[src/rtl/dr_pkg.sv]
package dr_pkg;

    typedef enum logic [1:0] {
        ST_IDLE  = 2'd0,
        ST_FETCH = 2'd1,
        ST_READY = 2'd2,
        ST_SERVE = 2'd3
    } dr_state_e;

endpackage

[src/rtl/dr_prefetch_buf.sv]
module dr_prefetch_buf #(
    parameter int DEPTH  = 8,
    parameter int DATA_W = 32,
    parameter int IDX_W  = 4
) (
    input  logic              clk,
    input  logic              wr_en,
    input  logic [IDX_W-1:0]  wr_idx,
    input  logic [DATA_W-1:0] wr_data,
    input  logic [IDX_W-1:0]  rd_idx,
    output logic [DATA_W-1:0] rd_data
);
    localparam int PTR_W = (DEPTH > 1) ? $clog2(DEPTH) : 1;

    logic [DATA_W-1:0] words [DEPTH];

    for (genvar g = 0; g < DEPTH; g++) begin : g_word
        always_ff @(posedge clk) begin
            if (wr_en && (wr_idx == IDX_W'(g))) begin
                words[g] <= wr_data;
            end
        end
    end

    always_comb begin
        if (rd_idx < IDX_W'(DEPTH)) begin
            rd_data = words[rd_idx[PTR_W-1:0]];
        end else begin
            rd_data = '0;
        end
    end
endmodule

[src/rtl/dr_match.sv]
module dr_match #(
    parameter int ADDR_W = 16,
    parameter int SEL_W  = 4,
    parameter int IDX_W  = 4
) (
    input  logic [ADDR_W-1:0] req_adr,
    input  logic [SEL_W-1:0]  req_sel,
    input  logic [ADDR_W-1:0] base_adr,
    input  logic [SEL_W-1:0]  base_sel,
    input  logic [IDX_W-1:0]  offset,
    output logic              hit
);
    logic [ADDR_W-1:0] want_adr;

    always_comb begin
        want_adr = base_adr + ADDR_W'(offset);
        hit      = (req_adr == want_adr) && (req_sel == base_sel);
    end
endmodule

[src/rtl/dr_discard_timer.sv]
module dr_discard_timer #(
    parameter int LIMIT = 64
) (
    input  logic clk,
    input  logic rst,
    input  logic run,
    output logic expire
);
    localparam int CNT_W = $clog2(LIMIT + 1);

    logic [CNT_W-1:0] cnt;

    always_ff @(posedge clk) begin
        if (rst || !run) begin
            cnt <= '0;
        end else if (cnt != CNT_W'(LIMIT - 1)) begin
            cnt <= cnt + 1'b1;
        end
    end

    always_comb begin
        expire = run && (cnt == CNT_W'(LIMIT - 1));
    end
endmodule

[src/rtl/delayed_read_target.sv]
module delayed_read_target #(
    parameter int ADDR_W       = 16,
    parameter int DATA_W       = 32,
    parameter int SEL_W        = 4,
    parameter int DEPTH        = 8,
    parameter int DISCARD_CLKS = 64
) (
    input  logic              clk,
    input  logic              rst,
    input  logic              tgt_cyc,
    input  logic              tgt_stb,
    input  logic [ADDR_W-1:0] tgt_adr,
    input  logic [SEL_W-1:0]  tgt_sel,
    output logic [DATA_W-1:0] tgt_dat,
    output logic              tgt_ack,
    output logic              tgt_rty,
    output logic              tgt_err,
    output logic              far_cyc,
    output logic              far_stb,
    output logic [ADDR_W-1:0] far_adr,
    output logic [SEL_W-1:0]  far_sel,
    input  logic [DATA_W-1:0] far_dat,
    input  logic              far_ack,
    input  logic              far_err
);
    import dr_pkg::*;

    localparam int IDX_W = $clog2(DEPTH + 1);
    localparam logic [IDX_W-1:0] LAST_IDX = IDX_W'(DEPTH - 1);

    dr_state_e state, state_nx;

    logic [ADDR_W-1:0] base_adr;
    logic [SEL_W-1:0]  base_sel;
    logic [IDX_W-1:0]  fetch_idx;
    logic [IDX_W-1:0]  fill_cnt;
    logic [IDX_W-1:0]  serve_idx;
    logic              err_flag;

    logic              strobe;
    logic              hit;
    logic              expire;
    logic [IDX_W-1:0]  cmp_off;
    logic [IDX_W-1:0]  rd_idx;
    logic              buf_wr;

    // control decisions made in the output process
    logic do_capture;
    logic do_first;
    logic do_next;

    assign strobe = tgt_cyc && tgt_stb;
    assign cmp_off = (state == ST_SERVE) ? serve_idx : '0;
    assign rd_idx  = (state == ST_SERVE) ? serve_idx : '0;
    assign buf_wr  = (state == ST_FETCH) && far_ack;

    dr_match #(.ADDR_W(ADDR_W), .SEL_W(SEL_W), .IDX_W(IDX_W)) u_match (
        .req_adr  (tgt_adr),
        .req_sel  (tgt_sel),
        .base_adr (base_adr),
        .base_sel (base_sel),
        .offset   (cmp_off),
        .hit      (hit)
    );

    dr_prefetch_buf #(.DEPTH(DEPTH), .DATA_W(DATA_W), .IDX_W(IDX_W)) u_buf (
        .clk     (clk),
        .wr_en   (buf_wr),
        .wr_idx  (fetch_idx),
        .wr_data (far_dat),
        .rd_idx  (rd_idx),
        .rd_data (tgt_dat)
    );

    dr_discard_timer #(.LIMIT(DISCARD_CLKS)) u_timer (
        .clk    (clk),
        .rst    (rst),
        .run    (state == ST_READY),
        .expire (expire)
    );

    // state register
    always_ff @(posedge clk) begin
        if (rst) begin
            state <= ST_IDLE;
        end else begin
            state <= state_nx;
        end
    end

    // next state and outputs
    always_comb begin
        state_nx   = state;
        tgt_ack    = 1'b0;
        tgt_rty    = 1'b0;
        tgt_err    = 1'b0;
        do_capture = 1'b0;
        do_first   = 1'b0;
        do_next    = 1'b0;
        far_cyc    = (state == ST_FETCH);
        far_stb    = (state == ST_FETCH);
        far_adr    = base_adr + ADDR_W'(fetch_idx);
        far_sel    = base_sel;
        unique case (state)
            ST_IDLE: begin
                if (strobe) begin
                    tgt_rty    = 1'b1;
                    do_capture = 1'b1;
                    state_nx   = ST_FETCH;
                end
            end
            ST_FETCH: begin
                if (strobe) begin
                    tgt_rty = 1'b1;
                end
                if (far_err) begin
                    state_nx = ST_READY;
                end else if (far_ack && (fetch_idx == LAST_IDX)) begin
                    state_nx = ST_READY;
                end
            end
            ST_READY: begin
                if (strobe && hit) begin
                    if (err_flag) begin
                        tgt_err  = 1'b1;
                        state_nx = ST_IDLE;
                    end else begin
                        tgt_ack  = 1'b1;
                        do_first = 1'b1;
                        state_nx = ST_SERVE;
                    end
                end else if (strobe) begin
                    tgt_rty = 1'b1;
                end else if (expire) begin
                    state_nx = ST_IDLE;
                end
            end
            ST_SERVE: begin
                if (!tgt_cyc) begin
                    state_nx = ST_IDLE;
                end else if (strobe) begin
                    if (hit && (serve_idx < fill_cnt)) begin
                        tgt_ack = 1'b1;
                        do_next = 1'b1;
                    end else begin
                        tgt_rty = 1'b1;
                    end
                end
            end
        endcase
    end

    // request and sequencer registers
    always_ff @(posedge clk) begin
        if (rst) begin
            base_adr  <= '0;
            base_sel  <= '0;
            fetch_idx <= '0;
            fill_cnt  <= '0;
            serve_idx <= '0;
            err_flag  <= 1'b0;
        end else begin
            if (do_capture) begin
                base_adr  <= tgt_adr;
                base_sel  <= tgt_sel;
                fetch_idx <= '0;
                fill_cnt  <= '0;
                err_flag  <= 1'b0;
            end
            if (state == ST_FETCH) begin
                if (far_err) begin
                    err_flag <= (fetch_idx == '0);
                end else if (far_ack) begin
                    fetch_idx <= fetch_idx + 1'b1;
                    fill_cnt  <= fetch_idx + 1'b1;
                end
            end
            if (do_first) begin
                serve_idx <= IDX_W'(1);
            end else if (do_next) begin
                serve_idx <= serve_idx + 1'b1;
            end
        end
    end
endmodule

[config.mk]
export PLATFORM = sky130hd
export DESIGN_NAME = delayed_read_target
export DESIGN_NICKNAME = d
export VERILOG_FILES = /design/src/rtl/dr_pkg.sv /design/src/rtl/dr_prefetch_buf.sv /design/src/rtl/dr_match.sv /design/src/rtl/dr_discard_timer.sv /design/src/rtl/delayed_read_target.sv
export SDC_FILE = /design/constraint.sdc
export NUM_CORES = 1
export LEC_CHECK = 0
export BUFFER_PORTS_ARGS = -buffer_cell sky130_fd_sc_hd__buf_2
export CORE_UTILIZATION = 50
export DETAILED_ROUTE_END_ITERATION = 10
export PLACE_DENSITY = 0.8
export SLEW_MARGIN = 20
export SYNTH_ARGS = -nofsm -noshare
export SYNTH_HDL_FRONTEND = slang
export SYNTH_SLANG_ARGS = --single-unit
[constraint.sdc]
create_clock -name clk -period 8.3 [get_ports clk]
set_input_delay 0 -clock clk [delete_from_list [all_inputs] [get_ports clk]]
set_output_delay 0 -clock clk [all_outputs]
set_load 0.005 [all_outputs]
==> results summary <==
The number of instances on the worst hold path came out at 6. The final-layout setup total negative slack came out at 0 ns. The via count of the first global-routing pass came out at 8797.

In this run the remaining antenna-violating nets after routing total 0. After synthesis the cells add up to 13000 sq um. The arrival time at the worst endpoint is 5.55 ns. The total grt overflow came out at 0.

The worst setup path is launched from a flop. In the global route stage, met2 resource usage came out at 36.8%. The largest stage delay on the critical path is 0.90 ns. In the global route stage, overall resource usage came out at 22.3%. The number of gates resized after cts is 0. The worst hold-check path type is in2reg.

The die is 163 microns wide. The wire length after detailed routing came out at 29400 microns. The final cell count without fillers came out at 1614. The area added between synthesis and finish is 19.0%. The routed design could run at a clock period as short as 5.55 ns. The path depth of the worst reg2reg path came out at 12. The setup path with the least slack is of type reg2out.

The capture endpoint of the worst hold path is state[1]$_SDFFE_PP0P_. Each instance of the synthesized netlist takes up on average 11.7 sq um. Synthesis produced a netlist whose cell count is 1108. The region available for standard cell placement spans 25300 sq um. The number of antenna violations at the first check in global routing came out at 0. The detailed router placed 9055 vias in this run. Traced cell by cell, the critical path runs through nand3_4 > buf_4 > clkinv_2 > ha_1 > o21ai_1 > o211a_1 > nor2_1 > a31oi_2 > nor4_4 > and3_1 > nand3b_1 > nand2_1 > buf_2. The global-route wire length before repair came out at 46200 microns. In the synthesized netlist the dominant register cell turns out to be edfxtp_1. The number of hold violations in the final report came to 0. The number of DRC markers after the initial detailed-route iteration is 678. At the pin with the least slew margin, the transition time is 1.06 ns. In the final design database the tool counted 1340 nets. Input and output buffers added on the ports amount to 114. The required time of the critical path is 8.30 ns.

The register bit count reported by yosys is 298. The final total power came out at 3.06 mW. The clock net sink count is 298. After global routing, the most crowded layer is met2.

Setup repair after global routing left no endpoint under its margin. The max-slew violation total from the final report is 0. The detailed-placement wirelength estimate came out at 15900 microns. In this run the power density over the cells is 198 nW/um^2.

The clock tree from TritonCTS is yes. In this run the number of H-tree levels came out at 1. The commonest cells after synthesis are edfxtp_1, nand2_1, nor2_1, a211oi_1, a21oi_1. Across all register-to-register paths, the minimum setup slack is 3.01 ns. The final clock skew is 0.0129 ns. The die span in y came out at 163 microns. Entering global routing, the biggest net connects 96 pins. The pre-CTS setup slack is 3.01 ns. The proportion of layout cells with a drive suffix above 1 is 15.2%. The worst register-to-register path begins at state[1]$_SDFFE_PP0P_.

The footprint of the flip-flops and latches came out at 8530 sq um. The final cycle utilization of the critical path came out at 66.8%. Ranked by total cell area, the synthesized netlist is headed by edfxtp_1, dfxtp_1, nand2_1. The tree is rooted in a clkbuf_16. The net count after synthesis came out at 1184. The kind of end point of the critical path is an output port. The most common cell in the synthesized netlist is edfxtp_1. The remaining design rule violation count came out at 0.

The count of flip-flops with a built-in enable after synthesis is 256. In the post-route analysis, the smallest setup slack over all paths is 2.75 ns. The detail-routed net length per standard cell is 18.2 microns.

Buffers inserted during clock tree synthesis total 30. The static leakage came out at 5.63 nW. The highest clock frequency the design can meet is 180 MHz. Global routing consumed, on the met3 layer, 3.68% of the routing resources. The yosys synthesis warning count is 0. The worst max-slew margin expressed relative to the limit is 29.1%. Summing the sequential cell areas from Yosys gives 65.8% of the chip area. The count of antenna diodes in the layout came out at 0. After synthesis, the share of flip-flops with an asynchronous set or reset is 0%. The initial core utilization is 51.2%. The run finished with clean final reports. The unique cell type count in the Yosys netlist is 63. 115 I/O pins were placed. For this run, global-route usage on met1 was measured as 30.1%.

The count of max-cap constraint violations came out at 0. The slowest stage cell on the critical path is clkinv_2. The clock-pin slew reported for the worst setup and hold paths after clock tree synthesis came out at 0.06 ns. In this run the most critical hold path is launched from tgt_stb. In the final layout, the multi-input gates occupy 4130 sq um.

At the end of routability-driven placement, the weighted congestion stood at 0.867. The routed via count divided by cell count is 5.61. The maximum fanout count along the critical path is 95.

The maximum count of clock buffers along a single path came out at 3. The number of fillers in the final layout came out at 1913. The share of synthesized area in the top cell type comes to 59.3%.

The number of cells after detailed placement came out at 1489. The first-pass iteration count of the detailed router is 6. Of all cell types, the one taking the most synthesized area is edfxtp_1. The latest clock arrival within the worst-skew pair came out at 0.57 ns. The count of endpoints failing setup in the final report came out at 0. In this run the critical register-to-register path is captured at serve_idx[3]$_SDFFE_PP0P_. The die covers 26600 sq um. The worst voltage drop across the vdd grid came out at 0.000175 V. After floorplanning, the core was divided into 58 placement rows.
==> layer usage <==
metal	part of all wire, %	vias up	wire length, microns
met4	2.2	0	657
met1	43	4348	12600
met2	48	312	14200
li1	-	4347	-
met5	0	-	0
met3	6.6	48	1940
==> cell type report <==
type / count / area share (%)
Inverter: 13 / 0.324
Clock buffer: 38 / 5.06
Tap cell: 330 / 2.68
Clock inverter: 14 / 0.973
Sequential cell: 298 / 55.3
Timing Repair Buffer: 197 / 8.92
Multi-Input combinational cell: 724 / 26.8
==> worst max-delay path by stage <==
| stage | startpoint | endpoint | slack [ns] | cells after the start |
|---|---|---|---|---|
| global placement | state[1]$_SDFFE_PP0P_ | serve_idx[1]$_SDFFE_PP0P_ | 3.17 | 12 |
| floorplan | state[1]$_SDFFE_PP0P_ | serve_idx[3]$_SDFFE_PP0P_ | 4.59 | 14 |
| detailed placement | state[1]$_SDFFE_PP0P_ | serve_idx[3]$_SDFFE_PP0P_ | 3.01 | 12 |
| global route | state[1]$_SDFFE_PP0P_ | tgt_ack | 2.30 | 13 |
| CTS | state[1]$_SDFFE_PP0P_ | tgt_ack | 2.69 | 13 |
| finish | state[1]$_SDFFE_PP0P_ | tgt_ack | 2.75 | 13 |
==> cells by family after synthesis <==
| logic type | share of synthesized area (%) |
|---|---|
| buffers and inverters | 2.72 |
| XOR/XNOR | 3.44 |
| AO/OA/AOI/OAI | 11.7 |
| flip-flops | 65.8 |
| multiplexers | 0.560 |
| AND/OR/NAND/NOR | 14.0 |
| adder cells (fa/ha/maj) | 1.79 |
==> where the power goes <==
| group | switching, mW | internal (mW) |
|---|---|---|
| Clock | 0.551 | 0.727 |
| Sequential | 0.0143 | 1.63 |
| Combinational | 0.0694 | 0.0631 |
| Total | 0.634 | 2.42 |
==> registers in the layout, indices dropped and copies added (netlist names), 2 cells and up <==
signal,cells
u_timer.cnt,7
state,2
base_adr,16
fetch_idx,4
serve_idx,4
u_buf.words,256
fill_cnt,4
far_sel,4
==> timing repair <==
| item | CTS | global route |
|---|---|---|
| endpoints found under the setup margin | 0 | 0 |
| hold buffers | 73 | 0 |
| endpoints found under the hold margin | 287 | 0 |
| buffers inserted | 0 | 0 |
==> layout by cell type (no fill, tap or decap), types with 7 or more instances in the layout <==
master           n
inv_1           12
a31oi_1         34
edfxtp_1       256
nand2_1        183
and3_1           7
dfxtp_1         41
nand3_1         48
xor2_1          24
clkbuf_16       30
xnor2_1         25
a21oi_1         65
nor2_1         121
a211oi_1        65
clkbuf_1         8
ha_1            17
buf_4           10
buf_2          114
dlygate4sd3_1   73
o21ai_0         43
==> critical path, delay by kind of cell (launching register included) <==
family / cells / cell delay [ns]
compound gates: 3 / 0.57
simple gates: 6 / 1.33
fa+ha+maj: 1 / 0.72
flops: 1 / 0.54
buf+inv: 3 / 1.81
==> per-stage QoR <==
step | hold WS [ns] | util (%) | cell area (sq um)
floorplan | 0.0989 | - | 13000
global placement | 0.257 | 54.4 | 13800
detailed placement | 0.266 | 54.4 | 13800
CTS | 0.0140 | 60.9 | 15400
global route | 0.0578 | 60.9 | 15400
finish | 0.0261 | 60.9 | 15400
No activity file was read; power rests on OpenSTA's default activity.
